`src/rtl/icu_pkg.sv`:
```
package icu_pkg;

  localparam int ADDR_W = 4;
  localparam int CTRL_W = 3;

  localparam logic [ADDR_W-1:0] A_CTRL = 4'd8;
  localparam logic [ADDR_W-1:0] A_MASK = 4'd9;
  localparam logic [ADDR_W-1:0] A_FLAG = 4'd10;

  localparam int FLG_CAP  = 5;
  localparam int FLG_CMPA = 4;
  localparam int FLG_CMPB = 3;
  localparam int FLG_OVF  = 2;

  // word selected by address bits [2:1] for the 16-bit register range
  typedef enum logic [1:0] {
    W_CNT  = 2'd0,
    W_CAP  = 2'd1,
    W_CMPA = 2'd2,
    W_CMPB = 2'd3
  } word_e;

  typedef struct packed {
    logic top_cap;   // bit 2: counter wraps at capture value
    logic src_cmp;   // bit 1: comparator input is the event source
    logic edge_rise; // bit 0: rising edge captures
  } ctrl_t;

endpackage

```
`src/rtl/icu_edge_sync.sv`:
```
module icu_edge_sync #(
  parameter int STAGES = 2,
  parameter int SRCS   = 2
) (
  input  logic                    clk,
  input  logic                    rst_n,
  input  logic [SRCS-1:0]         raw_i,
  input  logic [$clog2(SRCS)-1:0] sel_i,
  input  logic                    rise_i,
  output logic                    evt_o
);

  logic [SRCS-1:0] synced;
  logic            picked;
  logic            prev_q;

  for (genvar g = 0; g < SRCS; g++) begin : g_src
    logic [STAGES-1:0] chain_q;
    logic [STAGES-1:0] chain_d;

    always_comb begin
      chain_d = {chain_q[STAGES-2:0], raw_i[g]};
    end

    always_ff @(posedge clk or negedge rst_n) begin
      if (!rst_n) chain_q <= '0;
      else        chain_q <= chain_d;
    end

    assign synced[g] = chain_q[STAGES-1];
  end

  assign picked = synced[sel_i];

  always_ff @(posedge clk or negedge rst_n) begin
    if (!rst_n) prev_q <= 1'b0;
    else        prev_q <= picked;
  end

  always_comb begin
    if (rise_i) evt_o = picked & ~prev_q;
    else        evt_o = ~picked & prev_q;
  end

endmodule

```
`src/rtl/icu_counter.sv`:
```
module icu_counter #(
  parameter int W = 16
) (
  input  logic         clk,
  input  logic         rst_n,
  input  logic         count_en,
  input  logic         top_mode,
  input  logic [W-1:0] top_val,
  input  logic         wr_en,
  input  logic [W-1:0] wr_val,
  output logic [W-1:0] cnt_o,
  output logic         wrap_o
);

  localparam logic [W-1:0] ONE = {{(W-1){1'b0}}, 1'b1};

  logic [W-1:0] cnt_q;
  logic [W-1:0] cnt_d;
  logic         at_top;
  logic         cnt_en;

  always_comb begin
    at_top = top_mode ? (cnt_q == top_val) : (cnt_q == '1);
    wrap_o = count_en & ~wr_en & at_top;
    cnt_en = count_en | wr_en;
    if (wr_en)       cnt_d = wr_val;
    else if (at_top) cnt_d = '0;
    else             cnt_d = cnt_q + ONE;
  end

  always_ff @(posedge clk or negedge rst_n) begin
    if (!rst_n)      cnt_q <= '0;
    else if (cnt_en) cnt_q <= cnt_d;
  end

  assign cnt_o = cnt_q;

endmodule

```
`src/rtl/icu_regif.sv`:
```
module icu_regif
  import icu_pkg::*;
#(
  parameter int BUS_W  = 8,
  parameter int N_CMP  = 2
) (
  input  logic                  clk,
  input  logic                  rst_n,
  input  logic [ADDR_W-1:0]     addr,
  input  logic                  wr_en,
  input  logic                  rd_en,
  input  logic [BUS_W-1:0]      wdata,
  output logic [BUS_W-1:0]      rdata,
  input  logic                  count_en,
  input  logic                  global_ie,
  input  logic [2*BUS_W-1:0]    cnt_i,
  input  logic                  evt_i,
  input  logic                  wrap_i,
  output logic                  cnt_wr_o,
  output logic [2*BUS_W-1:0]    cnt_wr_val_o,
  output logic [2*BUS_W-1:0]    cap_o,
  output ctrl_t                 ctrl_o,
  output logic [BUS_W-1:0]      mask_o,
  output logic [BUS_W-1:0]      flags_o,
  output logic                  irq_o
);

  localparam int WW = 2 * BUS_W;
  localparam logic [BUS_W-1:0] FLG_VALID =
    BUS_W'((1 << FLG_CAP) | (1 << FLG_CMPA) | (1 << FLG_CMPB) | (1 << FLG_OVF));

  logic [BUS_W-1:0] temp_q, temp_d;
  logic             temp_en;
  logic [WW-1:0]    cap_q, cap_d;
  logic             cap_en;
  logic [WW-1:0]    cmp_q [N_CMP];
  logic [N_CMP-1:0] cmp_hit;
  ctrl_t            ctrl_q;
  logic             ctrl_en;
  logic [BUS_W-1:0] mask_q;
  logic             mask_en;
  logic [BUS_W-1:0] flags_q, flags_d, set_vec, clr_vec;
  logic             flags_en;

  logic             in_words;
  logic             hi_wr, lo_wr, lo_rd;
  word_e            wsel;
  logic [WW-1:0]    full_word;
  logic [WW-1:0]    cur_word;
  logic             cap_evt;

  // decode
  always_comb begin
    in_words  = (addr < A_CTRL);
    hi_wr     = wr_en & in_words & addr[0];
    lo_wr     = wr_en & in_words & ~addr[0];
    lo_rd     = rd_en & in_words & ~addr[0];
    wsel      = word_e'(addr[2:1]);
    full_word = {temp_q, wdata};
    case (wsel)
      W_CNT:   cur_word = cnt_i;
      W_CAP:   cur_word = cap_q;
      W_CMPA:  cur_word = cmp_q[0];
      default: cur_word = cmp_q[N_CMP-1];
    endcase
  end

  // shared holding register
  always_comb begin
    temp_en = hi_wr | lo_rd;
    temp_d  = hi_wr ? wdata : cur_word[WW-1:BUS_W];
  end

  always_ff @(posedge clk or negedge rst_n) begin
    if (!rst_n)       temp_q <= '0;
    else if (temp_en) temp_q <= temp_d;
  end

  // counter write request
  assign cnt_wr_o     = lo_wr & (wsel == W_CNT);
  assign cnt_wr_val_o = full_word;

  // capture register: hardware event wins over a bus write
  always_comb begin
    cap_evt = evt_i & ~ctrl_q.top_cap;
    cap_en  = cap_evt | (lo_wr & (wsel == W_CAP));
    cap_d   = cap_evt ? cnt_i : full_word;
  end

  always_ff @(posedge clk or negedge rst_n) begin
    if (!rst_n)      cap_q <= '0;
    else if (cap_en) cap_q <= cap_d;
  end

  // compare channels
  for (genvar c = 0; c < N_CMP; c++) begin : g_cmp
    localparam word_e MY_WORD = word_e'(32'(W_CMPA) + c);
    logic          cmp_en;
    logic [WW-1:0] cmp_d;

    always_comb begin
      cmp_en     = lo_wr & (wsel == MY_WORD);
      cmp_d      = full_word;
      cmp_hit[c] = count_en & ~cnt_wr_o & (cnt_i == cmp_q[c]);
    end

    always_ff @(posedge clk or negedge rst_n) begin
      if (!rst_n)      cmp_q[c] <= '0;
      else if (cmp_en) cmp_q[c] <= cmp_d;
    end
  end

  // control and mask
  always_comb begin
    ctrl_en = wr_en & (addr == A_CTRL);
    mask_en = wr_en & (addr == A_MASK);
  end

  always_ff @(posedge clk or negedge rst_n) begin
    if (!rst_n)       ctrl_q <= '0;
    else if (ctrl_en) ctrl_q <= ctrl_t'(wdata[CTRL_W-1:0]);
  end

  always_ff @(posedge clk or negedge rst_n) begin
    if (!rst_n)       mask_q <= '0;
    else if (mask_en) mask_q <= wdata & FLG_VALID;
  end

  // flags: set beats clear
  always_comb begin
    set_vec           = '0;
    set_vec[FLG_CAP]  = cap_evt;
    set_vec[FLG_CMPA] = cmp_hit[0];
    set_vec[FLG_CMPB] = cmp_hit[N_CMP-1];
    set_vec[FLG_OVF]  = wrap_i;
    clr_vec  = (wr_en && addr == A_FLAG) ? (wdata & FLG_VALID) : '0;
    flags_en = (|set_vec) | (|clr_vec);
    flags_d  = (flags_q & ~clr_vec) | set_vec;
  end

  always_ff @(posedge clk or negedge rst_n) begin
    if (!rst_n)        flags_q <= '0;
    else if (flags_en) flags_q <= flags_d;
  end

  // read mux
  always_comb begin
    rdata = '0;
    if (in_words) begin
      rdata = addr[0] ? temp_q : cur_word[BUS_W-1:0];
    end else begin
      case (addr)
        A_CTRL:  rdata = {{(BUS_W-CTRL_W){1'b0}}, ctrl_q};
        A_MASK:  rdata = mask_q;
        A_FLAG:  rdata = flags_q;
        default: rdata = '0;
      endcase
    end
  end

  assign irq_o   = global_ie & (|(mask_q & flags_q));
  assign cap_o   = cap_q;
  assign ctrl_o  = ctrl_q;
  assign mask_o  = mask_q;
  assign flags_o = flags_q;

endmodule

```
`src/rtl/icu_timer.sv`:
```
module icu_timer
  import icu_pkg::*;
#(
  parameter int BUS_W       = 8,
  parameter int SYNC_STAGES = 2
) (
  input  logic              clk,
  input  logic              rst_n,
  input  logic              count_en,
  input  logic              global_ie,
  input  logic              cap_pin,
  input  logic              cmp_in,
  input  logic [ADDR_W-1:0] bus_addr,
  input  logic              bus_wr,
  input  logic              bus_rd,
  input  logic [BUS_W-1:0]  bus_wdata,
  output logic [BUS_W-1:0]  bus_rdata,
  output logic              irq
);

  localparam int CNT_W = 2 * BUS_W;

  // reset: asserted asynchronously, released after two clock edges
  logic [1:0]       rst_pipe_q;
  logic             rst_sync_n;

  always_ff @(posedge clk or negedge rst_n) begin
    if (!rst_n) rst_pipe_q <= 2'b00;
    else        rst_pipe_q <= {rst_pipe_q[0], 1'b1};
  end
  assign rst_sync_n = rst_pipe_q[1];

  logic [CNT_W-1:0] cnt_q;
  logic [CNT_W-1:0] cap_q;
  logic [CNT_W-1:0] cnt_wr_val;
  logic             cnt_wr;
  logic             cap_evt;
  logic             wrap;
  ctrl_t            ctrl;
  logic [BUS_W-1:0] mask_q;
  logic [BUS_W-1:0] flags_q;

  icu_edge_sync #(
    .STAGES (SYNC_STAGES),
    .SRCS   (2)
  ) u_sync (
    .clk    (clk),
    .rst_n  (rst_sync_n),
    .raw_i  ({cmp_in, cap_pin}),
    .sel_i  (ctrl.src_cmp),
    .rise_i (ctrl.edge_rise),
    .evt_o  (cap_evt)
  );

  icu_counter #(
    .W (CNT_W)
  ) u_cnt (
    .clk      (clk),
    .rst_n    (rst_sync_n),
    .count_en (count_en),
    .top_mode (ctrl.top_cap),
    .top_val  (cap_q),
    .wr_en    (cnt_wr),
    .wr_val   (cnt_wr_val),
    .cnt_o    (cnt_q),
    .wrap_o   (wrap)
  );

  icu_regif #(
    .BUS_W (BUS_W),
    .N_CMP (2)
  ) u_regs (
    .clk          (clk),
    .rst_n        (rst_sync_n),
    .addr         (bus_addr),
    .wr_en        (bus_wr),
    .rd_en        (bus_rd),
    .wdata        (bus_wdata),
    .rdata        (bus_rdata),
    .count_en     (count_en),
    .global_ie    (global_ie),
    .cnt_i        (cnt_q),
    .evt_i        (cap_evt),
    .wrap_i       (wrap),
    .cnt_wr_o     (cnt_wr),
    .cnt_wr_val_o (cnt_wr_val),
    .cap_o        (cap_q),
    .ctrl_o       (ctrl),
    .mask_o       (mask_q),
    .flags_o      (flags_q),
    .irq_o        (irq)
  );

endmodule

```
`config.mk`:
```
export PLATFORM = sky130hd
export DESIGN_NAME = icu_timer
export DESIGN_NICKNAME = d
export VERILOG_FILES = /design/src/rtl/icu_pkg.sv /design/src/rtl/icu_edge_sync.sv /design/src/rtl/icu_counter.sv /design/src/rtl/icu_regif.sv /design/src/rtl/icu_timer.sv
export SDC_FILE = /design/constraint.sdc
export NUM_CORES = 1
export LEC_CHECK = 0
export BUFFER_PORTS_ARGS = -buffer_cell sky130_fd_sc_hd__buf_2
export CAP_MARGIN = 20
export CORE_AREA = 4 4 103 95
export DETAILED_ROUTE_END_ITERATION = 7
export DIE_AREA = 0 0 107 99
export GPL_ROUTABILITY_DRIVEN = 0
export PLACE_DENSITY = 0.83
export SYNTH_ARGS = -nofsm -noshare
export SYNTH_HDL_FRONTEND = slang
export SYNTH_SLANG_ARGS = --single-unit
```
`constraint.sdc`:
```
create_clock -name clk -period 4.1 [get_ports clk]
set_clock_uncertainty 0.05 [all_clocks]
set_input_delay 0.82 -clock clk [delete_from_list [all_inputs] [get_ports clk]]
set_output_delay 0.82 -clock clk [all_outputs]
set_load 0.02 [all_outputs]
```
==> results.cfg, run 1 <==
[setup_path]
crit_chain = buf_2 > mux4_2 > mux2i_1 > o22ai_1 > buf_2
cp-end-kind = output port
critPathArrivalTime_ns = 2.31
crit_slowest_cell = mux4_2
cp_top_family = multiplexers
cp_slowest_stage_delay_ns = 0.58
critical_path.startpoint_type = input port
cp_num_buf_inv = 2
cpMostUsedCell = buf_2
cp_max_fo = 23
crit_required_ns = 3.23
worst-setup-path-type = input port to output port

[clocking]
post-cts-setup-buffer-count = 0
clockBufferDepth = 2
path_clk_slew_ns = 0.10
numCtsBuffers = 9
hold_buffers = 0
clock_latency_ns = 0.38
htreeDepth = 3
cts_tree = done
cts-resized-gates = 0
clkSinkCount = 90
root_buffer = clkbuf_8

[run]
maxCapViolCount = 0

[timing]
min_period_over_period_pct = 77.5
setup_viol = 0
fin_setup_tns_ns = 0
hold_viol = 0
slew_violations = 0
hold_ws_ns = 0.156
finalCriticalPeriod_ns = 3.18
tightest_slew_ns = 0.982
slew-limit-headroom_pct = 34.5
fmax_mhz = 315
rsz0062_at_grt = false

[detailed_routing]
via_per_inst = 6.93
num_vias = 4382
drt-total-wl_mm = 15.3
ant_nets = 0
drt-initial-drc-count = 544
wl_per_cell_um = 24.2
drt_first_pass_iters = 5
drc = 0

[power_and_ir_drop]
p_int_w = 0.00198
ir_worst_vdd_mv = 0.301
p_seq_share_pct = 49.0
switchingPower_w = 0.00128
pwr-share-clk_pct = 19.8
fin_total_pwr_w = 0.00326
leakage_nw = 2.57
power_switching_share_pct = 39.2
combPwrFrac_pct = 31.2
pwr_density_cell_mw_per_mm2 = 551

[die]
initial_utilization_pct = 64.9
fp.dieW_um = 107
io_pins = 29
die-area_mm2 = 0.0106
die_y_um = 99
coreArea_mm2 = 0.00857
row_count = 32

[synth]
synth_top_area_cell = dfrtp_1
synthTopCellsByArea = dfrtp_1 (40%), mux2_2 (11%), mux4_2 (6.5%)
syn_inst = 503
ys_seq_area_share_pct = 40.5
synth_top_flop_cell = dfrtp_1
avgSynthCellArea_um2 = 11.1
synth_edf_count = 0
async_reset_ff_share_pct = 100
yosys_warnings = 0
synth_area_mm2 = 0.00556
ys_types = 52
synth.top_cell.area_share_pct = 40.5
ys_seq_elements = 90
syn_nets = 524

[global_route]
antenna_found_initial = 0
globalRouteOverflowTotal = 0
grt_pass1_wl_mm = 23.9
grt_pass1_vias = 4366
grt_max_degree = 89
grtUsageTotal_pct = 29.6

[final_layout]
num-fill-cells = 651
finalNetCount = 529
final_util_pct = 68.9
final_common_cell = dfrtp_1
layout_common_cells = dfrtp_1 (89), mux2_2 (52), xor2_1 (33)
ff_latch_area_mm2 = 0.00226
diodes = 0
multi_input_area_mm2 = 0.00301
drive_gt1_share_pct = 26.3
synthToLayoutAreaGrowth_pct = 6.14

[worst_hold_path]
hold_path_class = input port to asynchronous set/reset pin

[status]
status = finished, final reports clean

[place]
hpwl_mm = 10.3
portBuffers = 28
stage by stage:
stage	cell area [µm²]	setup WS [ns]	cells
2_1_floorplan	5560	1.13	503
3_3_place_gp	5660	0.972	614
3_5_place_dp	5660	0.920	614
4_1_cts	5860	0.915	630
5_1_grt	5900	0.792	632
6_report	5900	0.922	632
cells in the mapped netlist, drive strengths merged (4+ instances only):
library cell,count
mux2,53
and3b,4
nand2,18
inv,19
xnor2,21
nand3b,4
buf,28
nand3,11
a32oi,4
nand4,7
nor4,9
o31ai,14
clkbuf,12
o21ai,30
mux4,16
dfrtp,90
o22ai,6
nor3b,16
mux2i,28
o211ai,6
and2,7
nor2,19
xor2,33
a21oi,10
a22oi,14
routing by layer:
metal | global-route usage, % | share of wire, % | vias up
met1 | 40.0 | 38 | 2173
met2 | 46.5 | 47 | 307
met5 | 0 | 0 | -
li1 | - | - | 1840
met3 | 7.73 | 12 | 62
met4 | 10.7 | 3.3 | 0
power by group through the flow:
stage               logic [W]  clock network [W]  registers, W
finish                0.00102           0.000645       0.00159
global route          0.00111           0.000689       0.00162
CTS                  0.000986           0.000652       0.00158
detailed placement   0.000976                  0       0.00159
global placement     0.000927                  0       0.00156
floorplan            0.000919                  0       0.00133
worst paths after layout:
path	from	to	slack [ns]	cells after the start
worst max-delay path	bus_addr[2]	bus_rdata[2]	0.92	5
worst min-delay path	rst_n	rst_pipe_q[0]$_DFF_PN0_	0.16	1
min in group clk	u_sync.g_src[1].chain_q[0]$_DFF_PN0_	u_sync.g_src[1].chain_q[1]$_DFF_PN0_	0.31	0
worst min register to register	rst_pipe_q[1]$_DFF_PN0_	u_regs.cap_o[14]$_DFFE_PN0P_	0.20	0
worst max register to register	u_regs.ctrl_o[2]$_DFFE_PN0P_	u_cnt.cnt_o[7]$_DFFE_PN0P_	0.98	5
max in group asynchronous	rst_pipe_q[1]$_DFF_PN0_	u_regs.flags_o[5]$_DFFE_PN0P_	3.17	1
layout make-up:
class | count | area share [%]
clock inverters | 7 | 1.38
multi-input cells | 354 | 51.0
inverters | 19 | 1.21
clock buffers | 9 | 2.10
well taps | 119 | 2.52
flip-flops and latches | 90 | 38.2
repair buffers | 34 | 3.60
worst reg2reg max path, delay by kind of cell (launching register included):
family / cells / cell delay (ns)
flip-flops: 1 / 0.95
AO/OA/AOI/OAI: 3 / 0.68
AND/OR/NAND/NOR: 2 / 1.28
sequential cells by signal (all words and copies together), names as in the netlist:
| register | count |
|---|---|
| rst_pipe_q | 2 |
| u_cnt.cnt_o | 16 |
| u_regs.cap_o | 16 |
| u_regs.cmp_q | 32 |
| u_regs.ctrl_o | 3 |
| u_regs.flags_o | 4 |
| u_regs.mask_o | 4 |
| u_regs.temp_q | 8 |
| u_sync.g_src.chain_q | 4 |
| u_sync.prev_q | 1 |
kinds of logic (layout without fill, tap and decap cells):
group	Yosys count	count (layout)	synth area share, %
buffers and inverters	59	69	5.40
AO/OA/AOI/OAI	92	92	11.4
XOR/XNOR	54	54	8.50
adder cells (fa/ha/maj)	1	1	0.225
multiplexers	97	97	22.3
other	1	1	0.0674
flip-flops	90	90	40.5
AND/OR/NAND/NOR	109	109	11.6
Power figures use the tool's default switching activity.
==> run 2, diff against run 1 <==
CORE_AREA = 4 4 105 97   (was 4 4 103 95)
DIE_AREA = 0 0 109 101   (was 0 0 107 99)
PLACE_DENSITY = 0.8   (was 0.83)
clock period = 3.2 ns   (was 4.1 ns; I/O delays follow)
==> run 2 against run 1 <==
  * Worst hold slack better by 0.031 ns
  * Combinational power up 28%
  * Register-to-register slack worse by 0.49 ns
  * Largest cell class unchanged
  * Routed wire length down 1.1%
  * Utilization down 3.3 points
==> results.cfg, run 2 (same netlist as run 1, synthesis figures left out) <==
[global_route]
antenna_found_initial = 0
grtUsageTotal_pct = 29.2
grt_max_degree = 35
grt_pass1_wl_mm = 24.1
globalRouteOverflowTotal = 0
grt_pass1_vias = 4304

[place]
dp_cells = 625
portBuffers = 28
hpwl_mm = 10.6

[die]
die-area_mm2 = 0.0110
row_count = 33
coreArea_mm2 = 0.00904
initial_utilization_pct = 61.5
die_y_um = 101
fp.dieW_um = 109
io_pins = 29

[power_and_ir_drop]
fin_total_pwr_w = 0.00414
switchingPower_w = 0.00160
ir_worst_vdd_mv = 0.542
power_switching_share_pct = 38.6
p_seq_share_pct = 48.6
pwr-share-clk_pct = 19.8
pwr_density_cell_mw_per_mm2 = 698
combPwrFrac_pct = 31.6
leakage_nw = 2.59
p_int_w = 0.00254

[setup_path]
critPathArrivalTime_ns = 2.08
critical_path.startpoint_type = flop
crit_slowest_cell = dfrtp_1
cp_max_fo = 25
crit_chain = buf_4 > mux2i_1 > nor2_1 > a21oi_1 > o22ai_1 > buf_2
cp-end-kind = output port
cp_num_buf_inv = 2
worst-setup-path-type = flop to output port
crit_required_ns = 2.51
cp_slowest_stage_delay_ns = 0.88
cp_top_family = flip-flops

[detailed_routing]
ant_nets = 0
num_vias = 4310
drt_first_pass_iters = 6
drt-total-wl_mm = 15.1
wl_per_cell_um = 23.5
drt-initial-drc-count = 474
drc = 0
via_per_inst = 6.71

[final_layout]
regMostFlops = u_regs.cmp_q
diodes = 0
drive_gt1_share_pct = 26.9
final-instance-count-excl-fill = 642
final_util_pct = 65.6
synthToLayoutAreaGrowth_pct = 6.68
finalNetCount = 536
final_common_cell = dfrtp_1
layout_common_cells = dfrtp_1 (89), mux2_2 (52), xor2_1 (33)
largest_reg_flops = 32

[worst_hold_path]
hold_path_class = flop to asynchronous set/reset pin

[clocking]
clock_latency_ns = 0.38
path_clk_slew_ns = 0.10
root_buffer = clkbuf_8
cts_tree = done
cts-resized-gates = 0
htreeDepth = 3
clkSinkCount = 90
numCtsBuffers = 9
clockBufferDepth = 2

[timing]
setup_viol = 0
rsz0062_at_grt = false
slew_violations = 0
finalCriticalPeriod_ns = 2.77
slew-limit-headroom_pct = 43.2
min_period_over_period_pct = 86.7
fmax_mhz = 361
fin_setup_tns_ns = 0
hold_viol = 0
tightest_slew_ns = 0.850

[status]
status = finished, final reports clean

[run]
maxCapViolCount = 0
## run 2: cell count changes in the layout (fill, tap and decap cells not counted), sizes merged
| cell | change |
|---|---|
| clkbuf | +2 |
| dlygate4sd3 | +1 |
| clkinvlp | +2 |
| inv | -4 |
| buf | +6 |
## run 2: final cells by class
class / instances / area (µm²)
clock buffer: 11 / 141
clock inverter: 5 / 62.6
fill: 686 / 3110
inverter: 19 / 71.3
multi-input combinational: 354 / 3010
sequential: 90 / 2260
tap: 122 / 153
timing repair buffer: 41 / 240
## run 2: final timing paths
check,from,endpoint,slack [ns],cells past startpoint
worst max register to register,u_regs.ctrl_o[2]$_DFFE_PN0P_,u_cnt.cnt_o[7]$_DFFE_PN0P_,0.49,6
worst max-delay path,u_regs.ctrl_o[2]$_DFFE_PN0P_,bus_rdata[2],0.43,6
min in group clk,rst_pipe_q[0]$_DFF_PN0_,rst_pipe_q[1]$_DFF_PN0_,0.31,0
max in group asynchronous,rst_pipe_q[1]$_DFF_PN0_,u_regs.cmp_q[25]$_DFFE_PN0P_,2.14,1
worst min-delay path,rst_pipe_q[1]$_DFF_PN0_,u_regs.temp_q[4]$_DFFE_PN0P_,0.19,0
worst min register to register,rst_pipe_q[1]$_DFF_PN0_,u_regs.temp_q[4]$_DFFE_PN0P_,0.19,0
## run 2: metal layers
metal  wire, µm  up-vias  global-route usage (%)
met5          0        -                       0
met4        448        0                    10.1
met3       1850       55                    9.03
met2       6860      264                    43.2
met1       5940     2141                    40.9
li1           -     1850                       -
## run 2: stage by stage
| step | instance area (µm²) | setup slack (ns) | hold slack [ns] |
|---|---|---|---|
| after floorplan | 5560 | 0.458 | 0.281 |
| after global placement | 5720 | 0.503 | 0.185 |
| after detailed placement | 5720 | 0.452 | 0.192 |
| after CTS | 5930 | 0.432 | 0.200 |
| after global routing | 5930 | 0.294 | 0.222 |
| final | 5930 | 0.427 | 0.188 |
## run 2: what timing repair did
item,CTS,global route
endpoints found under the hold margin,2,0
hold buffers,1,0
setup buffers,0,0
## run 2: power groups by stage
stage               Clock [W]  Sequential [W]  Combinational (W)
floorplan                   0         0.00170            0.00118
global placement            0         0.00197            0.00123
detailed placement          0         0.00201            0.00129
CTS                  0.000825         0.00199            0.00130
global route         0.000873         0.00206            0.00142
finish               0.000820         0.00201            0.00131
==> run 3, diff against run 2 <==
CAP_MARGIN = default   (was 20)
CELL_PAD_IN_SITES_DETAIL_PLACEMENT = 0   (was default)
CELL_PAD_IN_SITES_GLOBAL_PLACEMENT = 1   (was default)
CORE_AREA = 4 4 117 108   (was 4 4 105 97)
DIE_AREA = 0 0 121 112   (was 0 0 109 101)
PLACE_DENSITY = default   (was 0.8)
PLACE_DENSITY_LB_ADDON = 0.1   (was default)
==> run 3 against run 2 <==
  * Worst hold slack improved by 0.11 ns
  * Largest cell class unchanged
  * Flip-flop and latch count unchanged
  * Critical path depth decreased by 1
  * Via count shrank 4.6%
  * Combinational power about the same
  * Highest routed layer unchanged
  * Non-clock buffer count grew 3
  * Register-to-register slack gained 0.32 ns
==> results.cfg, run 3 (same netlist as run 1, synthesis figures left out) <==
[status]
status = finished, final reports clean

[clocking]
clock_latency_ns = 0.36
numCtsBuffers = 9
htreeDepth = 3
clkSinkCount = 90
post-cts-setup-buffer-count = 0
path_clk_slew_ns = 0.06
clockBufferDepth = 2
cts_tree = done
cts-resized-gates = 0
root_buffer = clkbuf_16
hold_buffers = 1

[setup_path]
critPathArrivalTime_ns = 1.96
cp_slowest_stage_delay_ns = 0.57
crit_required_ns = 2.51
r2r_cells = 6
cp-end-kind = output port
crit_chain = buf_2 > mux4_2 > mux2i_1 > nor2_1 > buf_2
r2r-start = u_cnt.cnt_o[9]$_DFFE_PN0P_
crit_slowest_cell = mux4_2
critical_path.startpoint_type = input port
cp_max_fo = 16
r2r_slack_ns = 0.81
worst-setup-path-type = input port to output port
cpMostUsedCell = buf_2
rr_endpoint = u_cnt.cnt_o[7]$_DFFE_PN0P_

[final_layout]
layout_common_cells = dfrtp_1 (89), mux2_2 (52), xor2_1 (33)
final-instance-count-excl-fill = 679
final_cell_area_mm2 = 0.00608
drive_gt1_share_pct = 27.3
num-fill-cells = 1045
synthToLayoutAreaGrowth_pct = 9.27
diodes = 0
regMostFlops = u_regs.cmp_q
final_common_cell = dfrtp_1
finalNetCount = 539
largest_reg_flops = 32

[timing]
setup_viol = 0
hold_viol = 0
fin_setup_tns_ns = 0
hold_ws_ns = 0.299
rsz0062_at_grt = false
tightest_slew_ns = 0.972
fmax_mhz = 377
min_period_over_period_pct = 83.0
slew_violations = 0
finalCriticalPeriod_ns = 2.65
slew-limit-headroom_pct = 35.2

[power_and_ir_drop]
ir_worst_vdd_mv = 0.462
combPwrFrac_pct = 29.7
pwr-share-clk_pct = 23.8
p_int_w = 0.00273
p_seq_share_pct = 46.5
pwr_density_cell_mw_per_mm2 = 711
switchingPower_w = 0.00160
leakage_nw = 2.65
power_switching_share_pct = 36.9

[global_route]
grt_max_degree = 72
grt_pass1_vias = 4298
grtUsageTotal_pct = 25.5
top_usage_layer = met2
grt_use_met2_pct = 39.9
grt_util_met3_pct = 5.59
grt_pass1_wl_mm = 25.7
globalRouteOverflowTotal = 0
use_met1_pct = 35.0
antenna_found_initial = 0

[worst_hold_path]
hold_path.startpoint = rst_pipe_q[0]$_DFF_PN0_
hold_depth = 0
hold_path_class = flop to flop
min_to = rst_pipe_q[1]$_DFF_PN0_

[die]
initial_utilization_pct = 49.0
fp.dieW_um = 121
io_pins = 29
row_count = 37
die_y_um = 112
die-area_mm2 = 0.0136
coreArea_mm2 = 0.0113

[detailed_routing]
drt_first_pass_iters = 5
num_vias = 4112
drt-total-wl_mm = 16.2
ant_nets = 0
drc = 0
wl_per_cell_um = 23.9
via_per_inst = 6.06
drt-initial-drc-count = 325

[place]
dp_cells = 662
hpwl_mm = 11.3
place_area_mm2 = 0.00578
portBuffers = 28

[run]
maxCapViolCount = 0
-- run 3: cell count changes in the layout (fill, tap and decap cells not counted) --
cell | before | now
clkbuf_8 | 10 | 2
bufinv_16 | 1 | 0
clkbuf_16 | 0 | 9
buf_4 | 12 | 15
clkinv_2 | 0 | 2
inv_6 | 1 | 0
clkinvlp_4 | 2 | 1
-- run 3: power by group through the flow --
stage          Combinational (W)  Sequential [W]  Clock (W)
6_report                 0.00128         0.00201    0.00103
5_1_grt                  0.00142         0.00207    0.00109
4_1_cts                  0.00129         0.00200    0.00105
3_5_place_dp             0.00128         0.00202          0
3_3_place_gp             0.00125         0.00201          0
2_1_floorplan            0.00118         0.00170          0
-- run 3: metal layers --
metal	vias up	part of all wire, %
li1	1859	-
met1	2096	44
met2	128	47
met3	29	6.4
met4	0	2.7
met5	-	0
-- run 3: cell type report --
cell class              count  area [µm²]  area share, %
clock buffers              12         256           4.22
clock inverters             4        26.3          0.432
inverters                  19        71.3           1.17
multi-input cells         354        3010           49.5
flip-flops and latches     90        2260           37.1
well taps                 156         195           3.21
repair buffers             44         263           4.32
-- run 3: worst max-delay path: cells and delay by family --
family | cells | cell delay (ns)
buffers and inverters | 2 | 0.55
and+or+nand+nor | 1 | 0.05
muxes | 2 | 0.71
-- run 3: stage by stage --
stage	total power (W)	utilization (%)	worst slack, ns
detailed placement	0.00330	51.0	0.501
global placement	0.00326	51.0	0.517
CTS	0.00434	53.6	0.522
floorplan	0.00288	-	0.458
finish	0.00432	53.6	0.545
global route	0.00458	53.6	0.405
-- run 3: worst max-delay path by stage --
stage | startpoint | cells after the start | to
global route | bus_addr[2] | 5 | bus_rdata[5]
global placement | bus_addr[2] | 5 | bus_rdata[5]
CTS | bus_addr[2] | 5 | bus_rdata[5]
finish | bus_addr[1] | 5 | bus_rdata[7]
detailed placement | bus_addr[1] | 6 | u_cnt.cnt_o[7]$_DFFE_PN0P_
floorplan | rst_pipe_q[1]$_DFF_PN0_ | 0 | u_cnt.cnt_o[0]$_DFFE_PN0P_
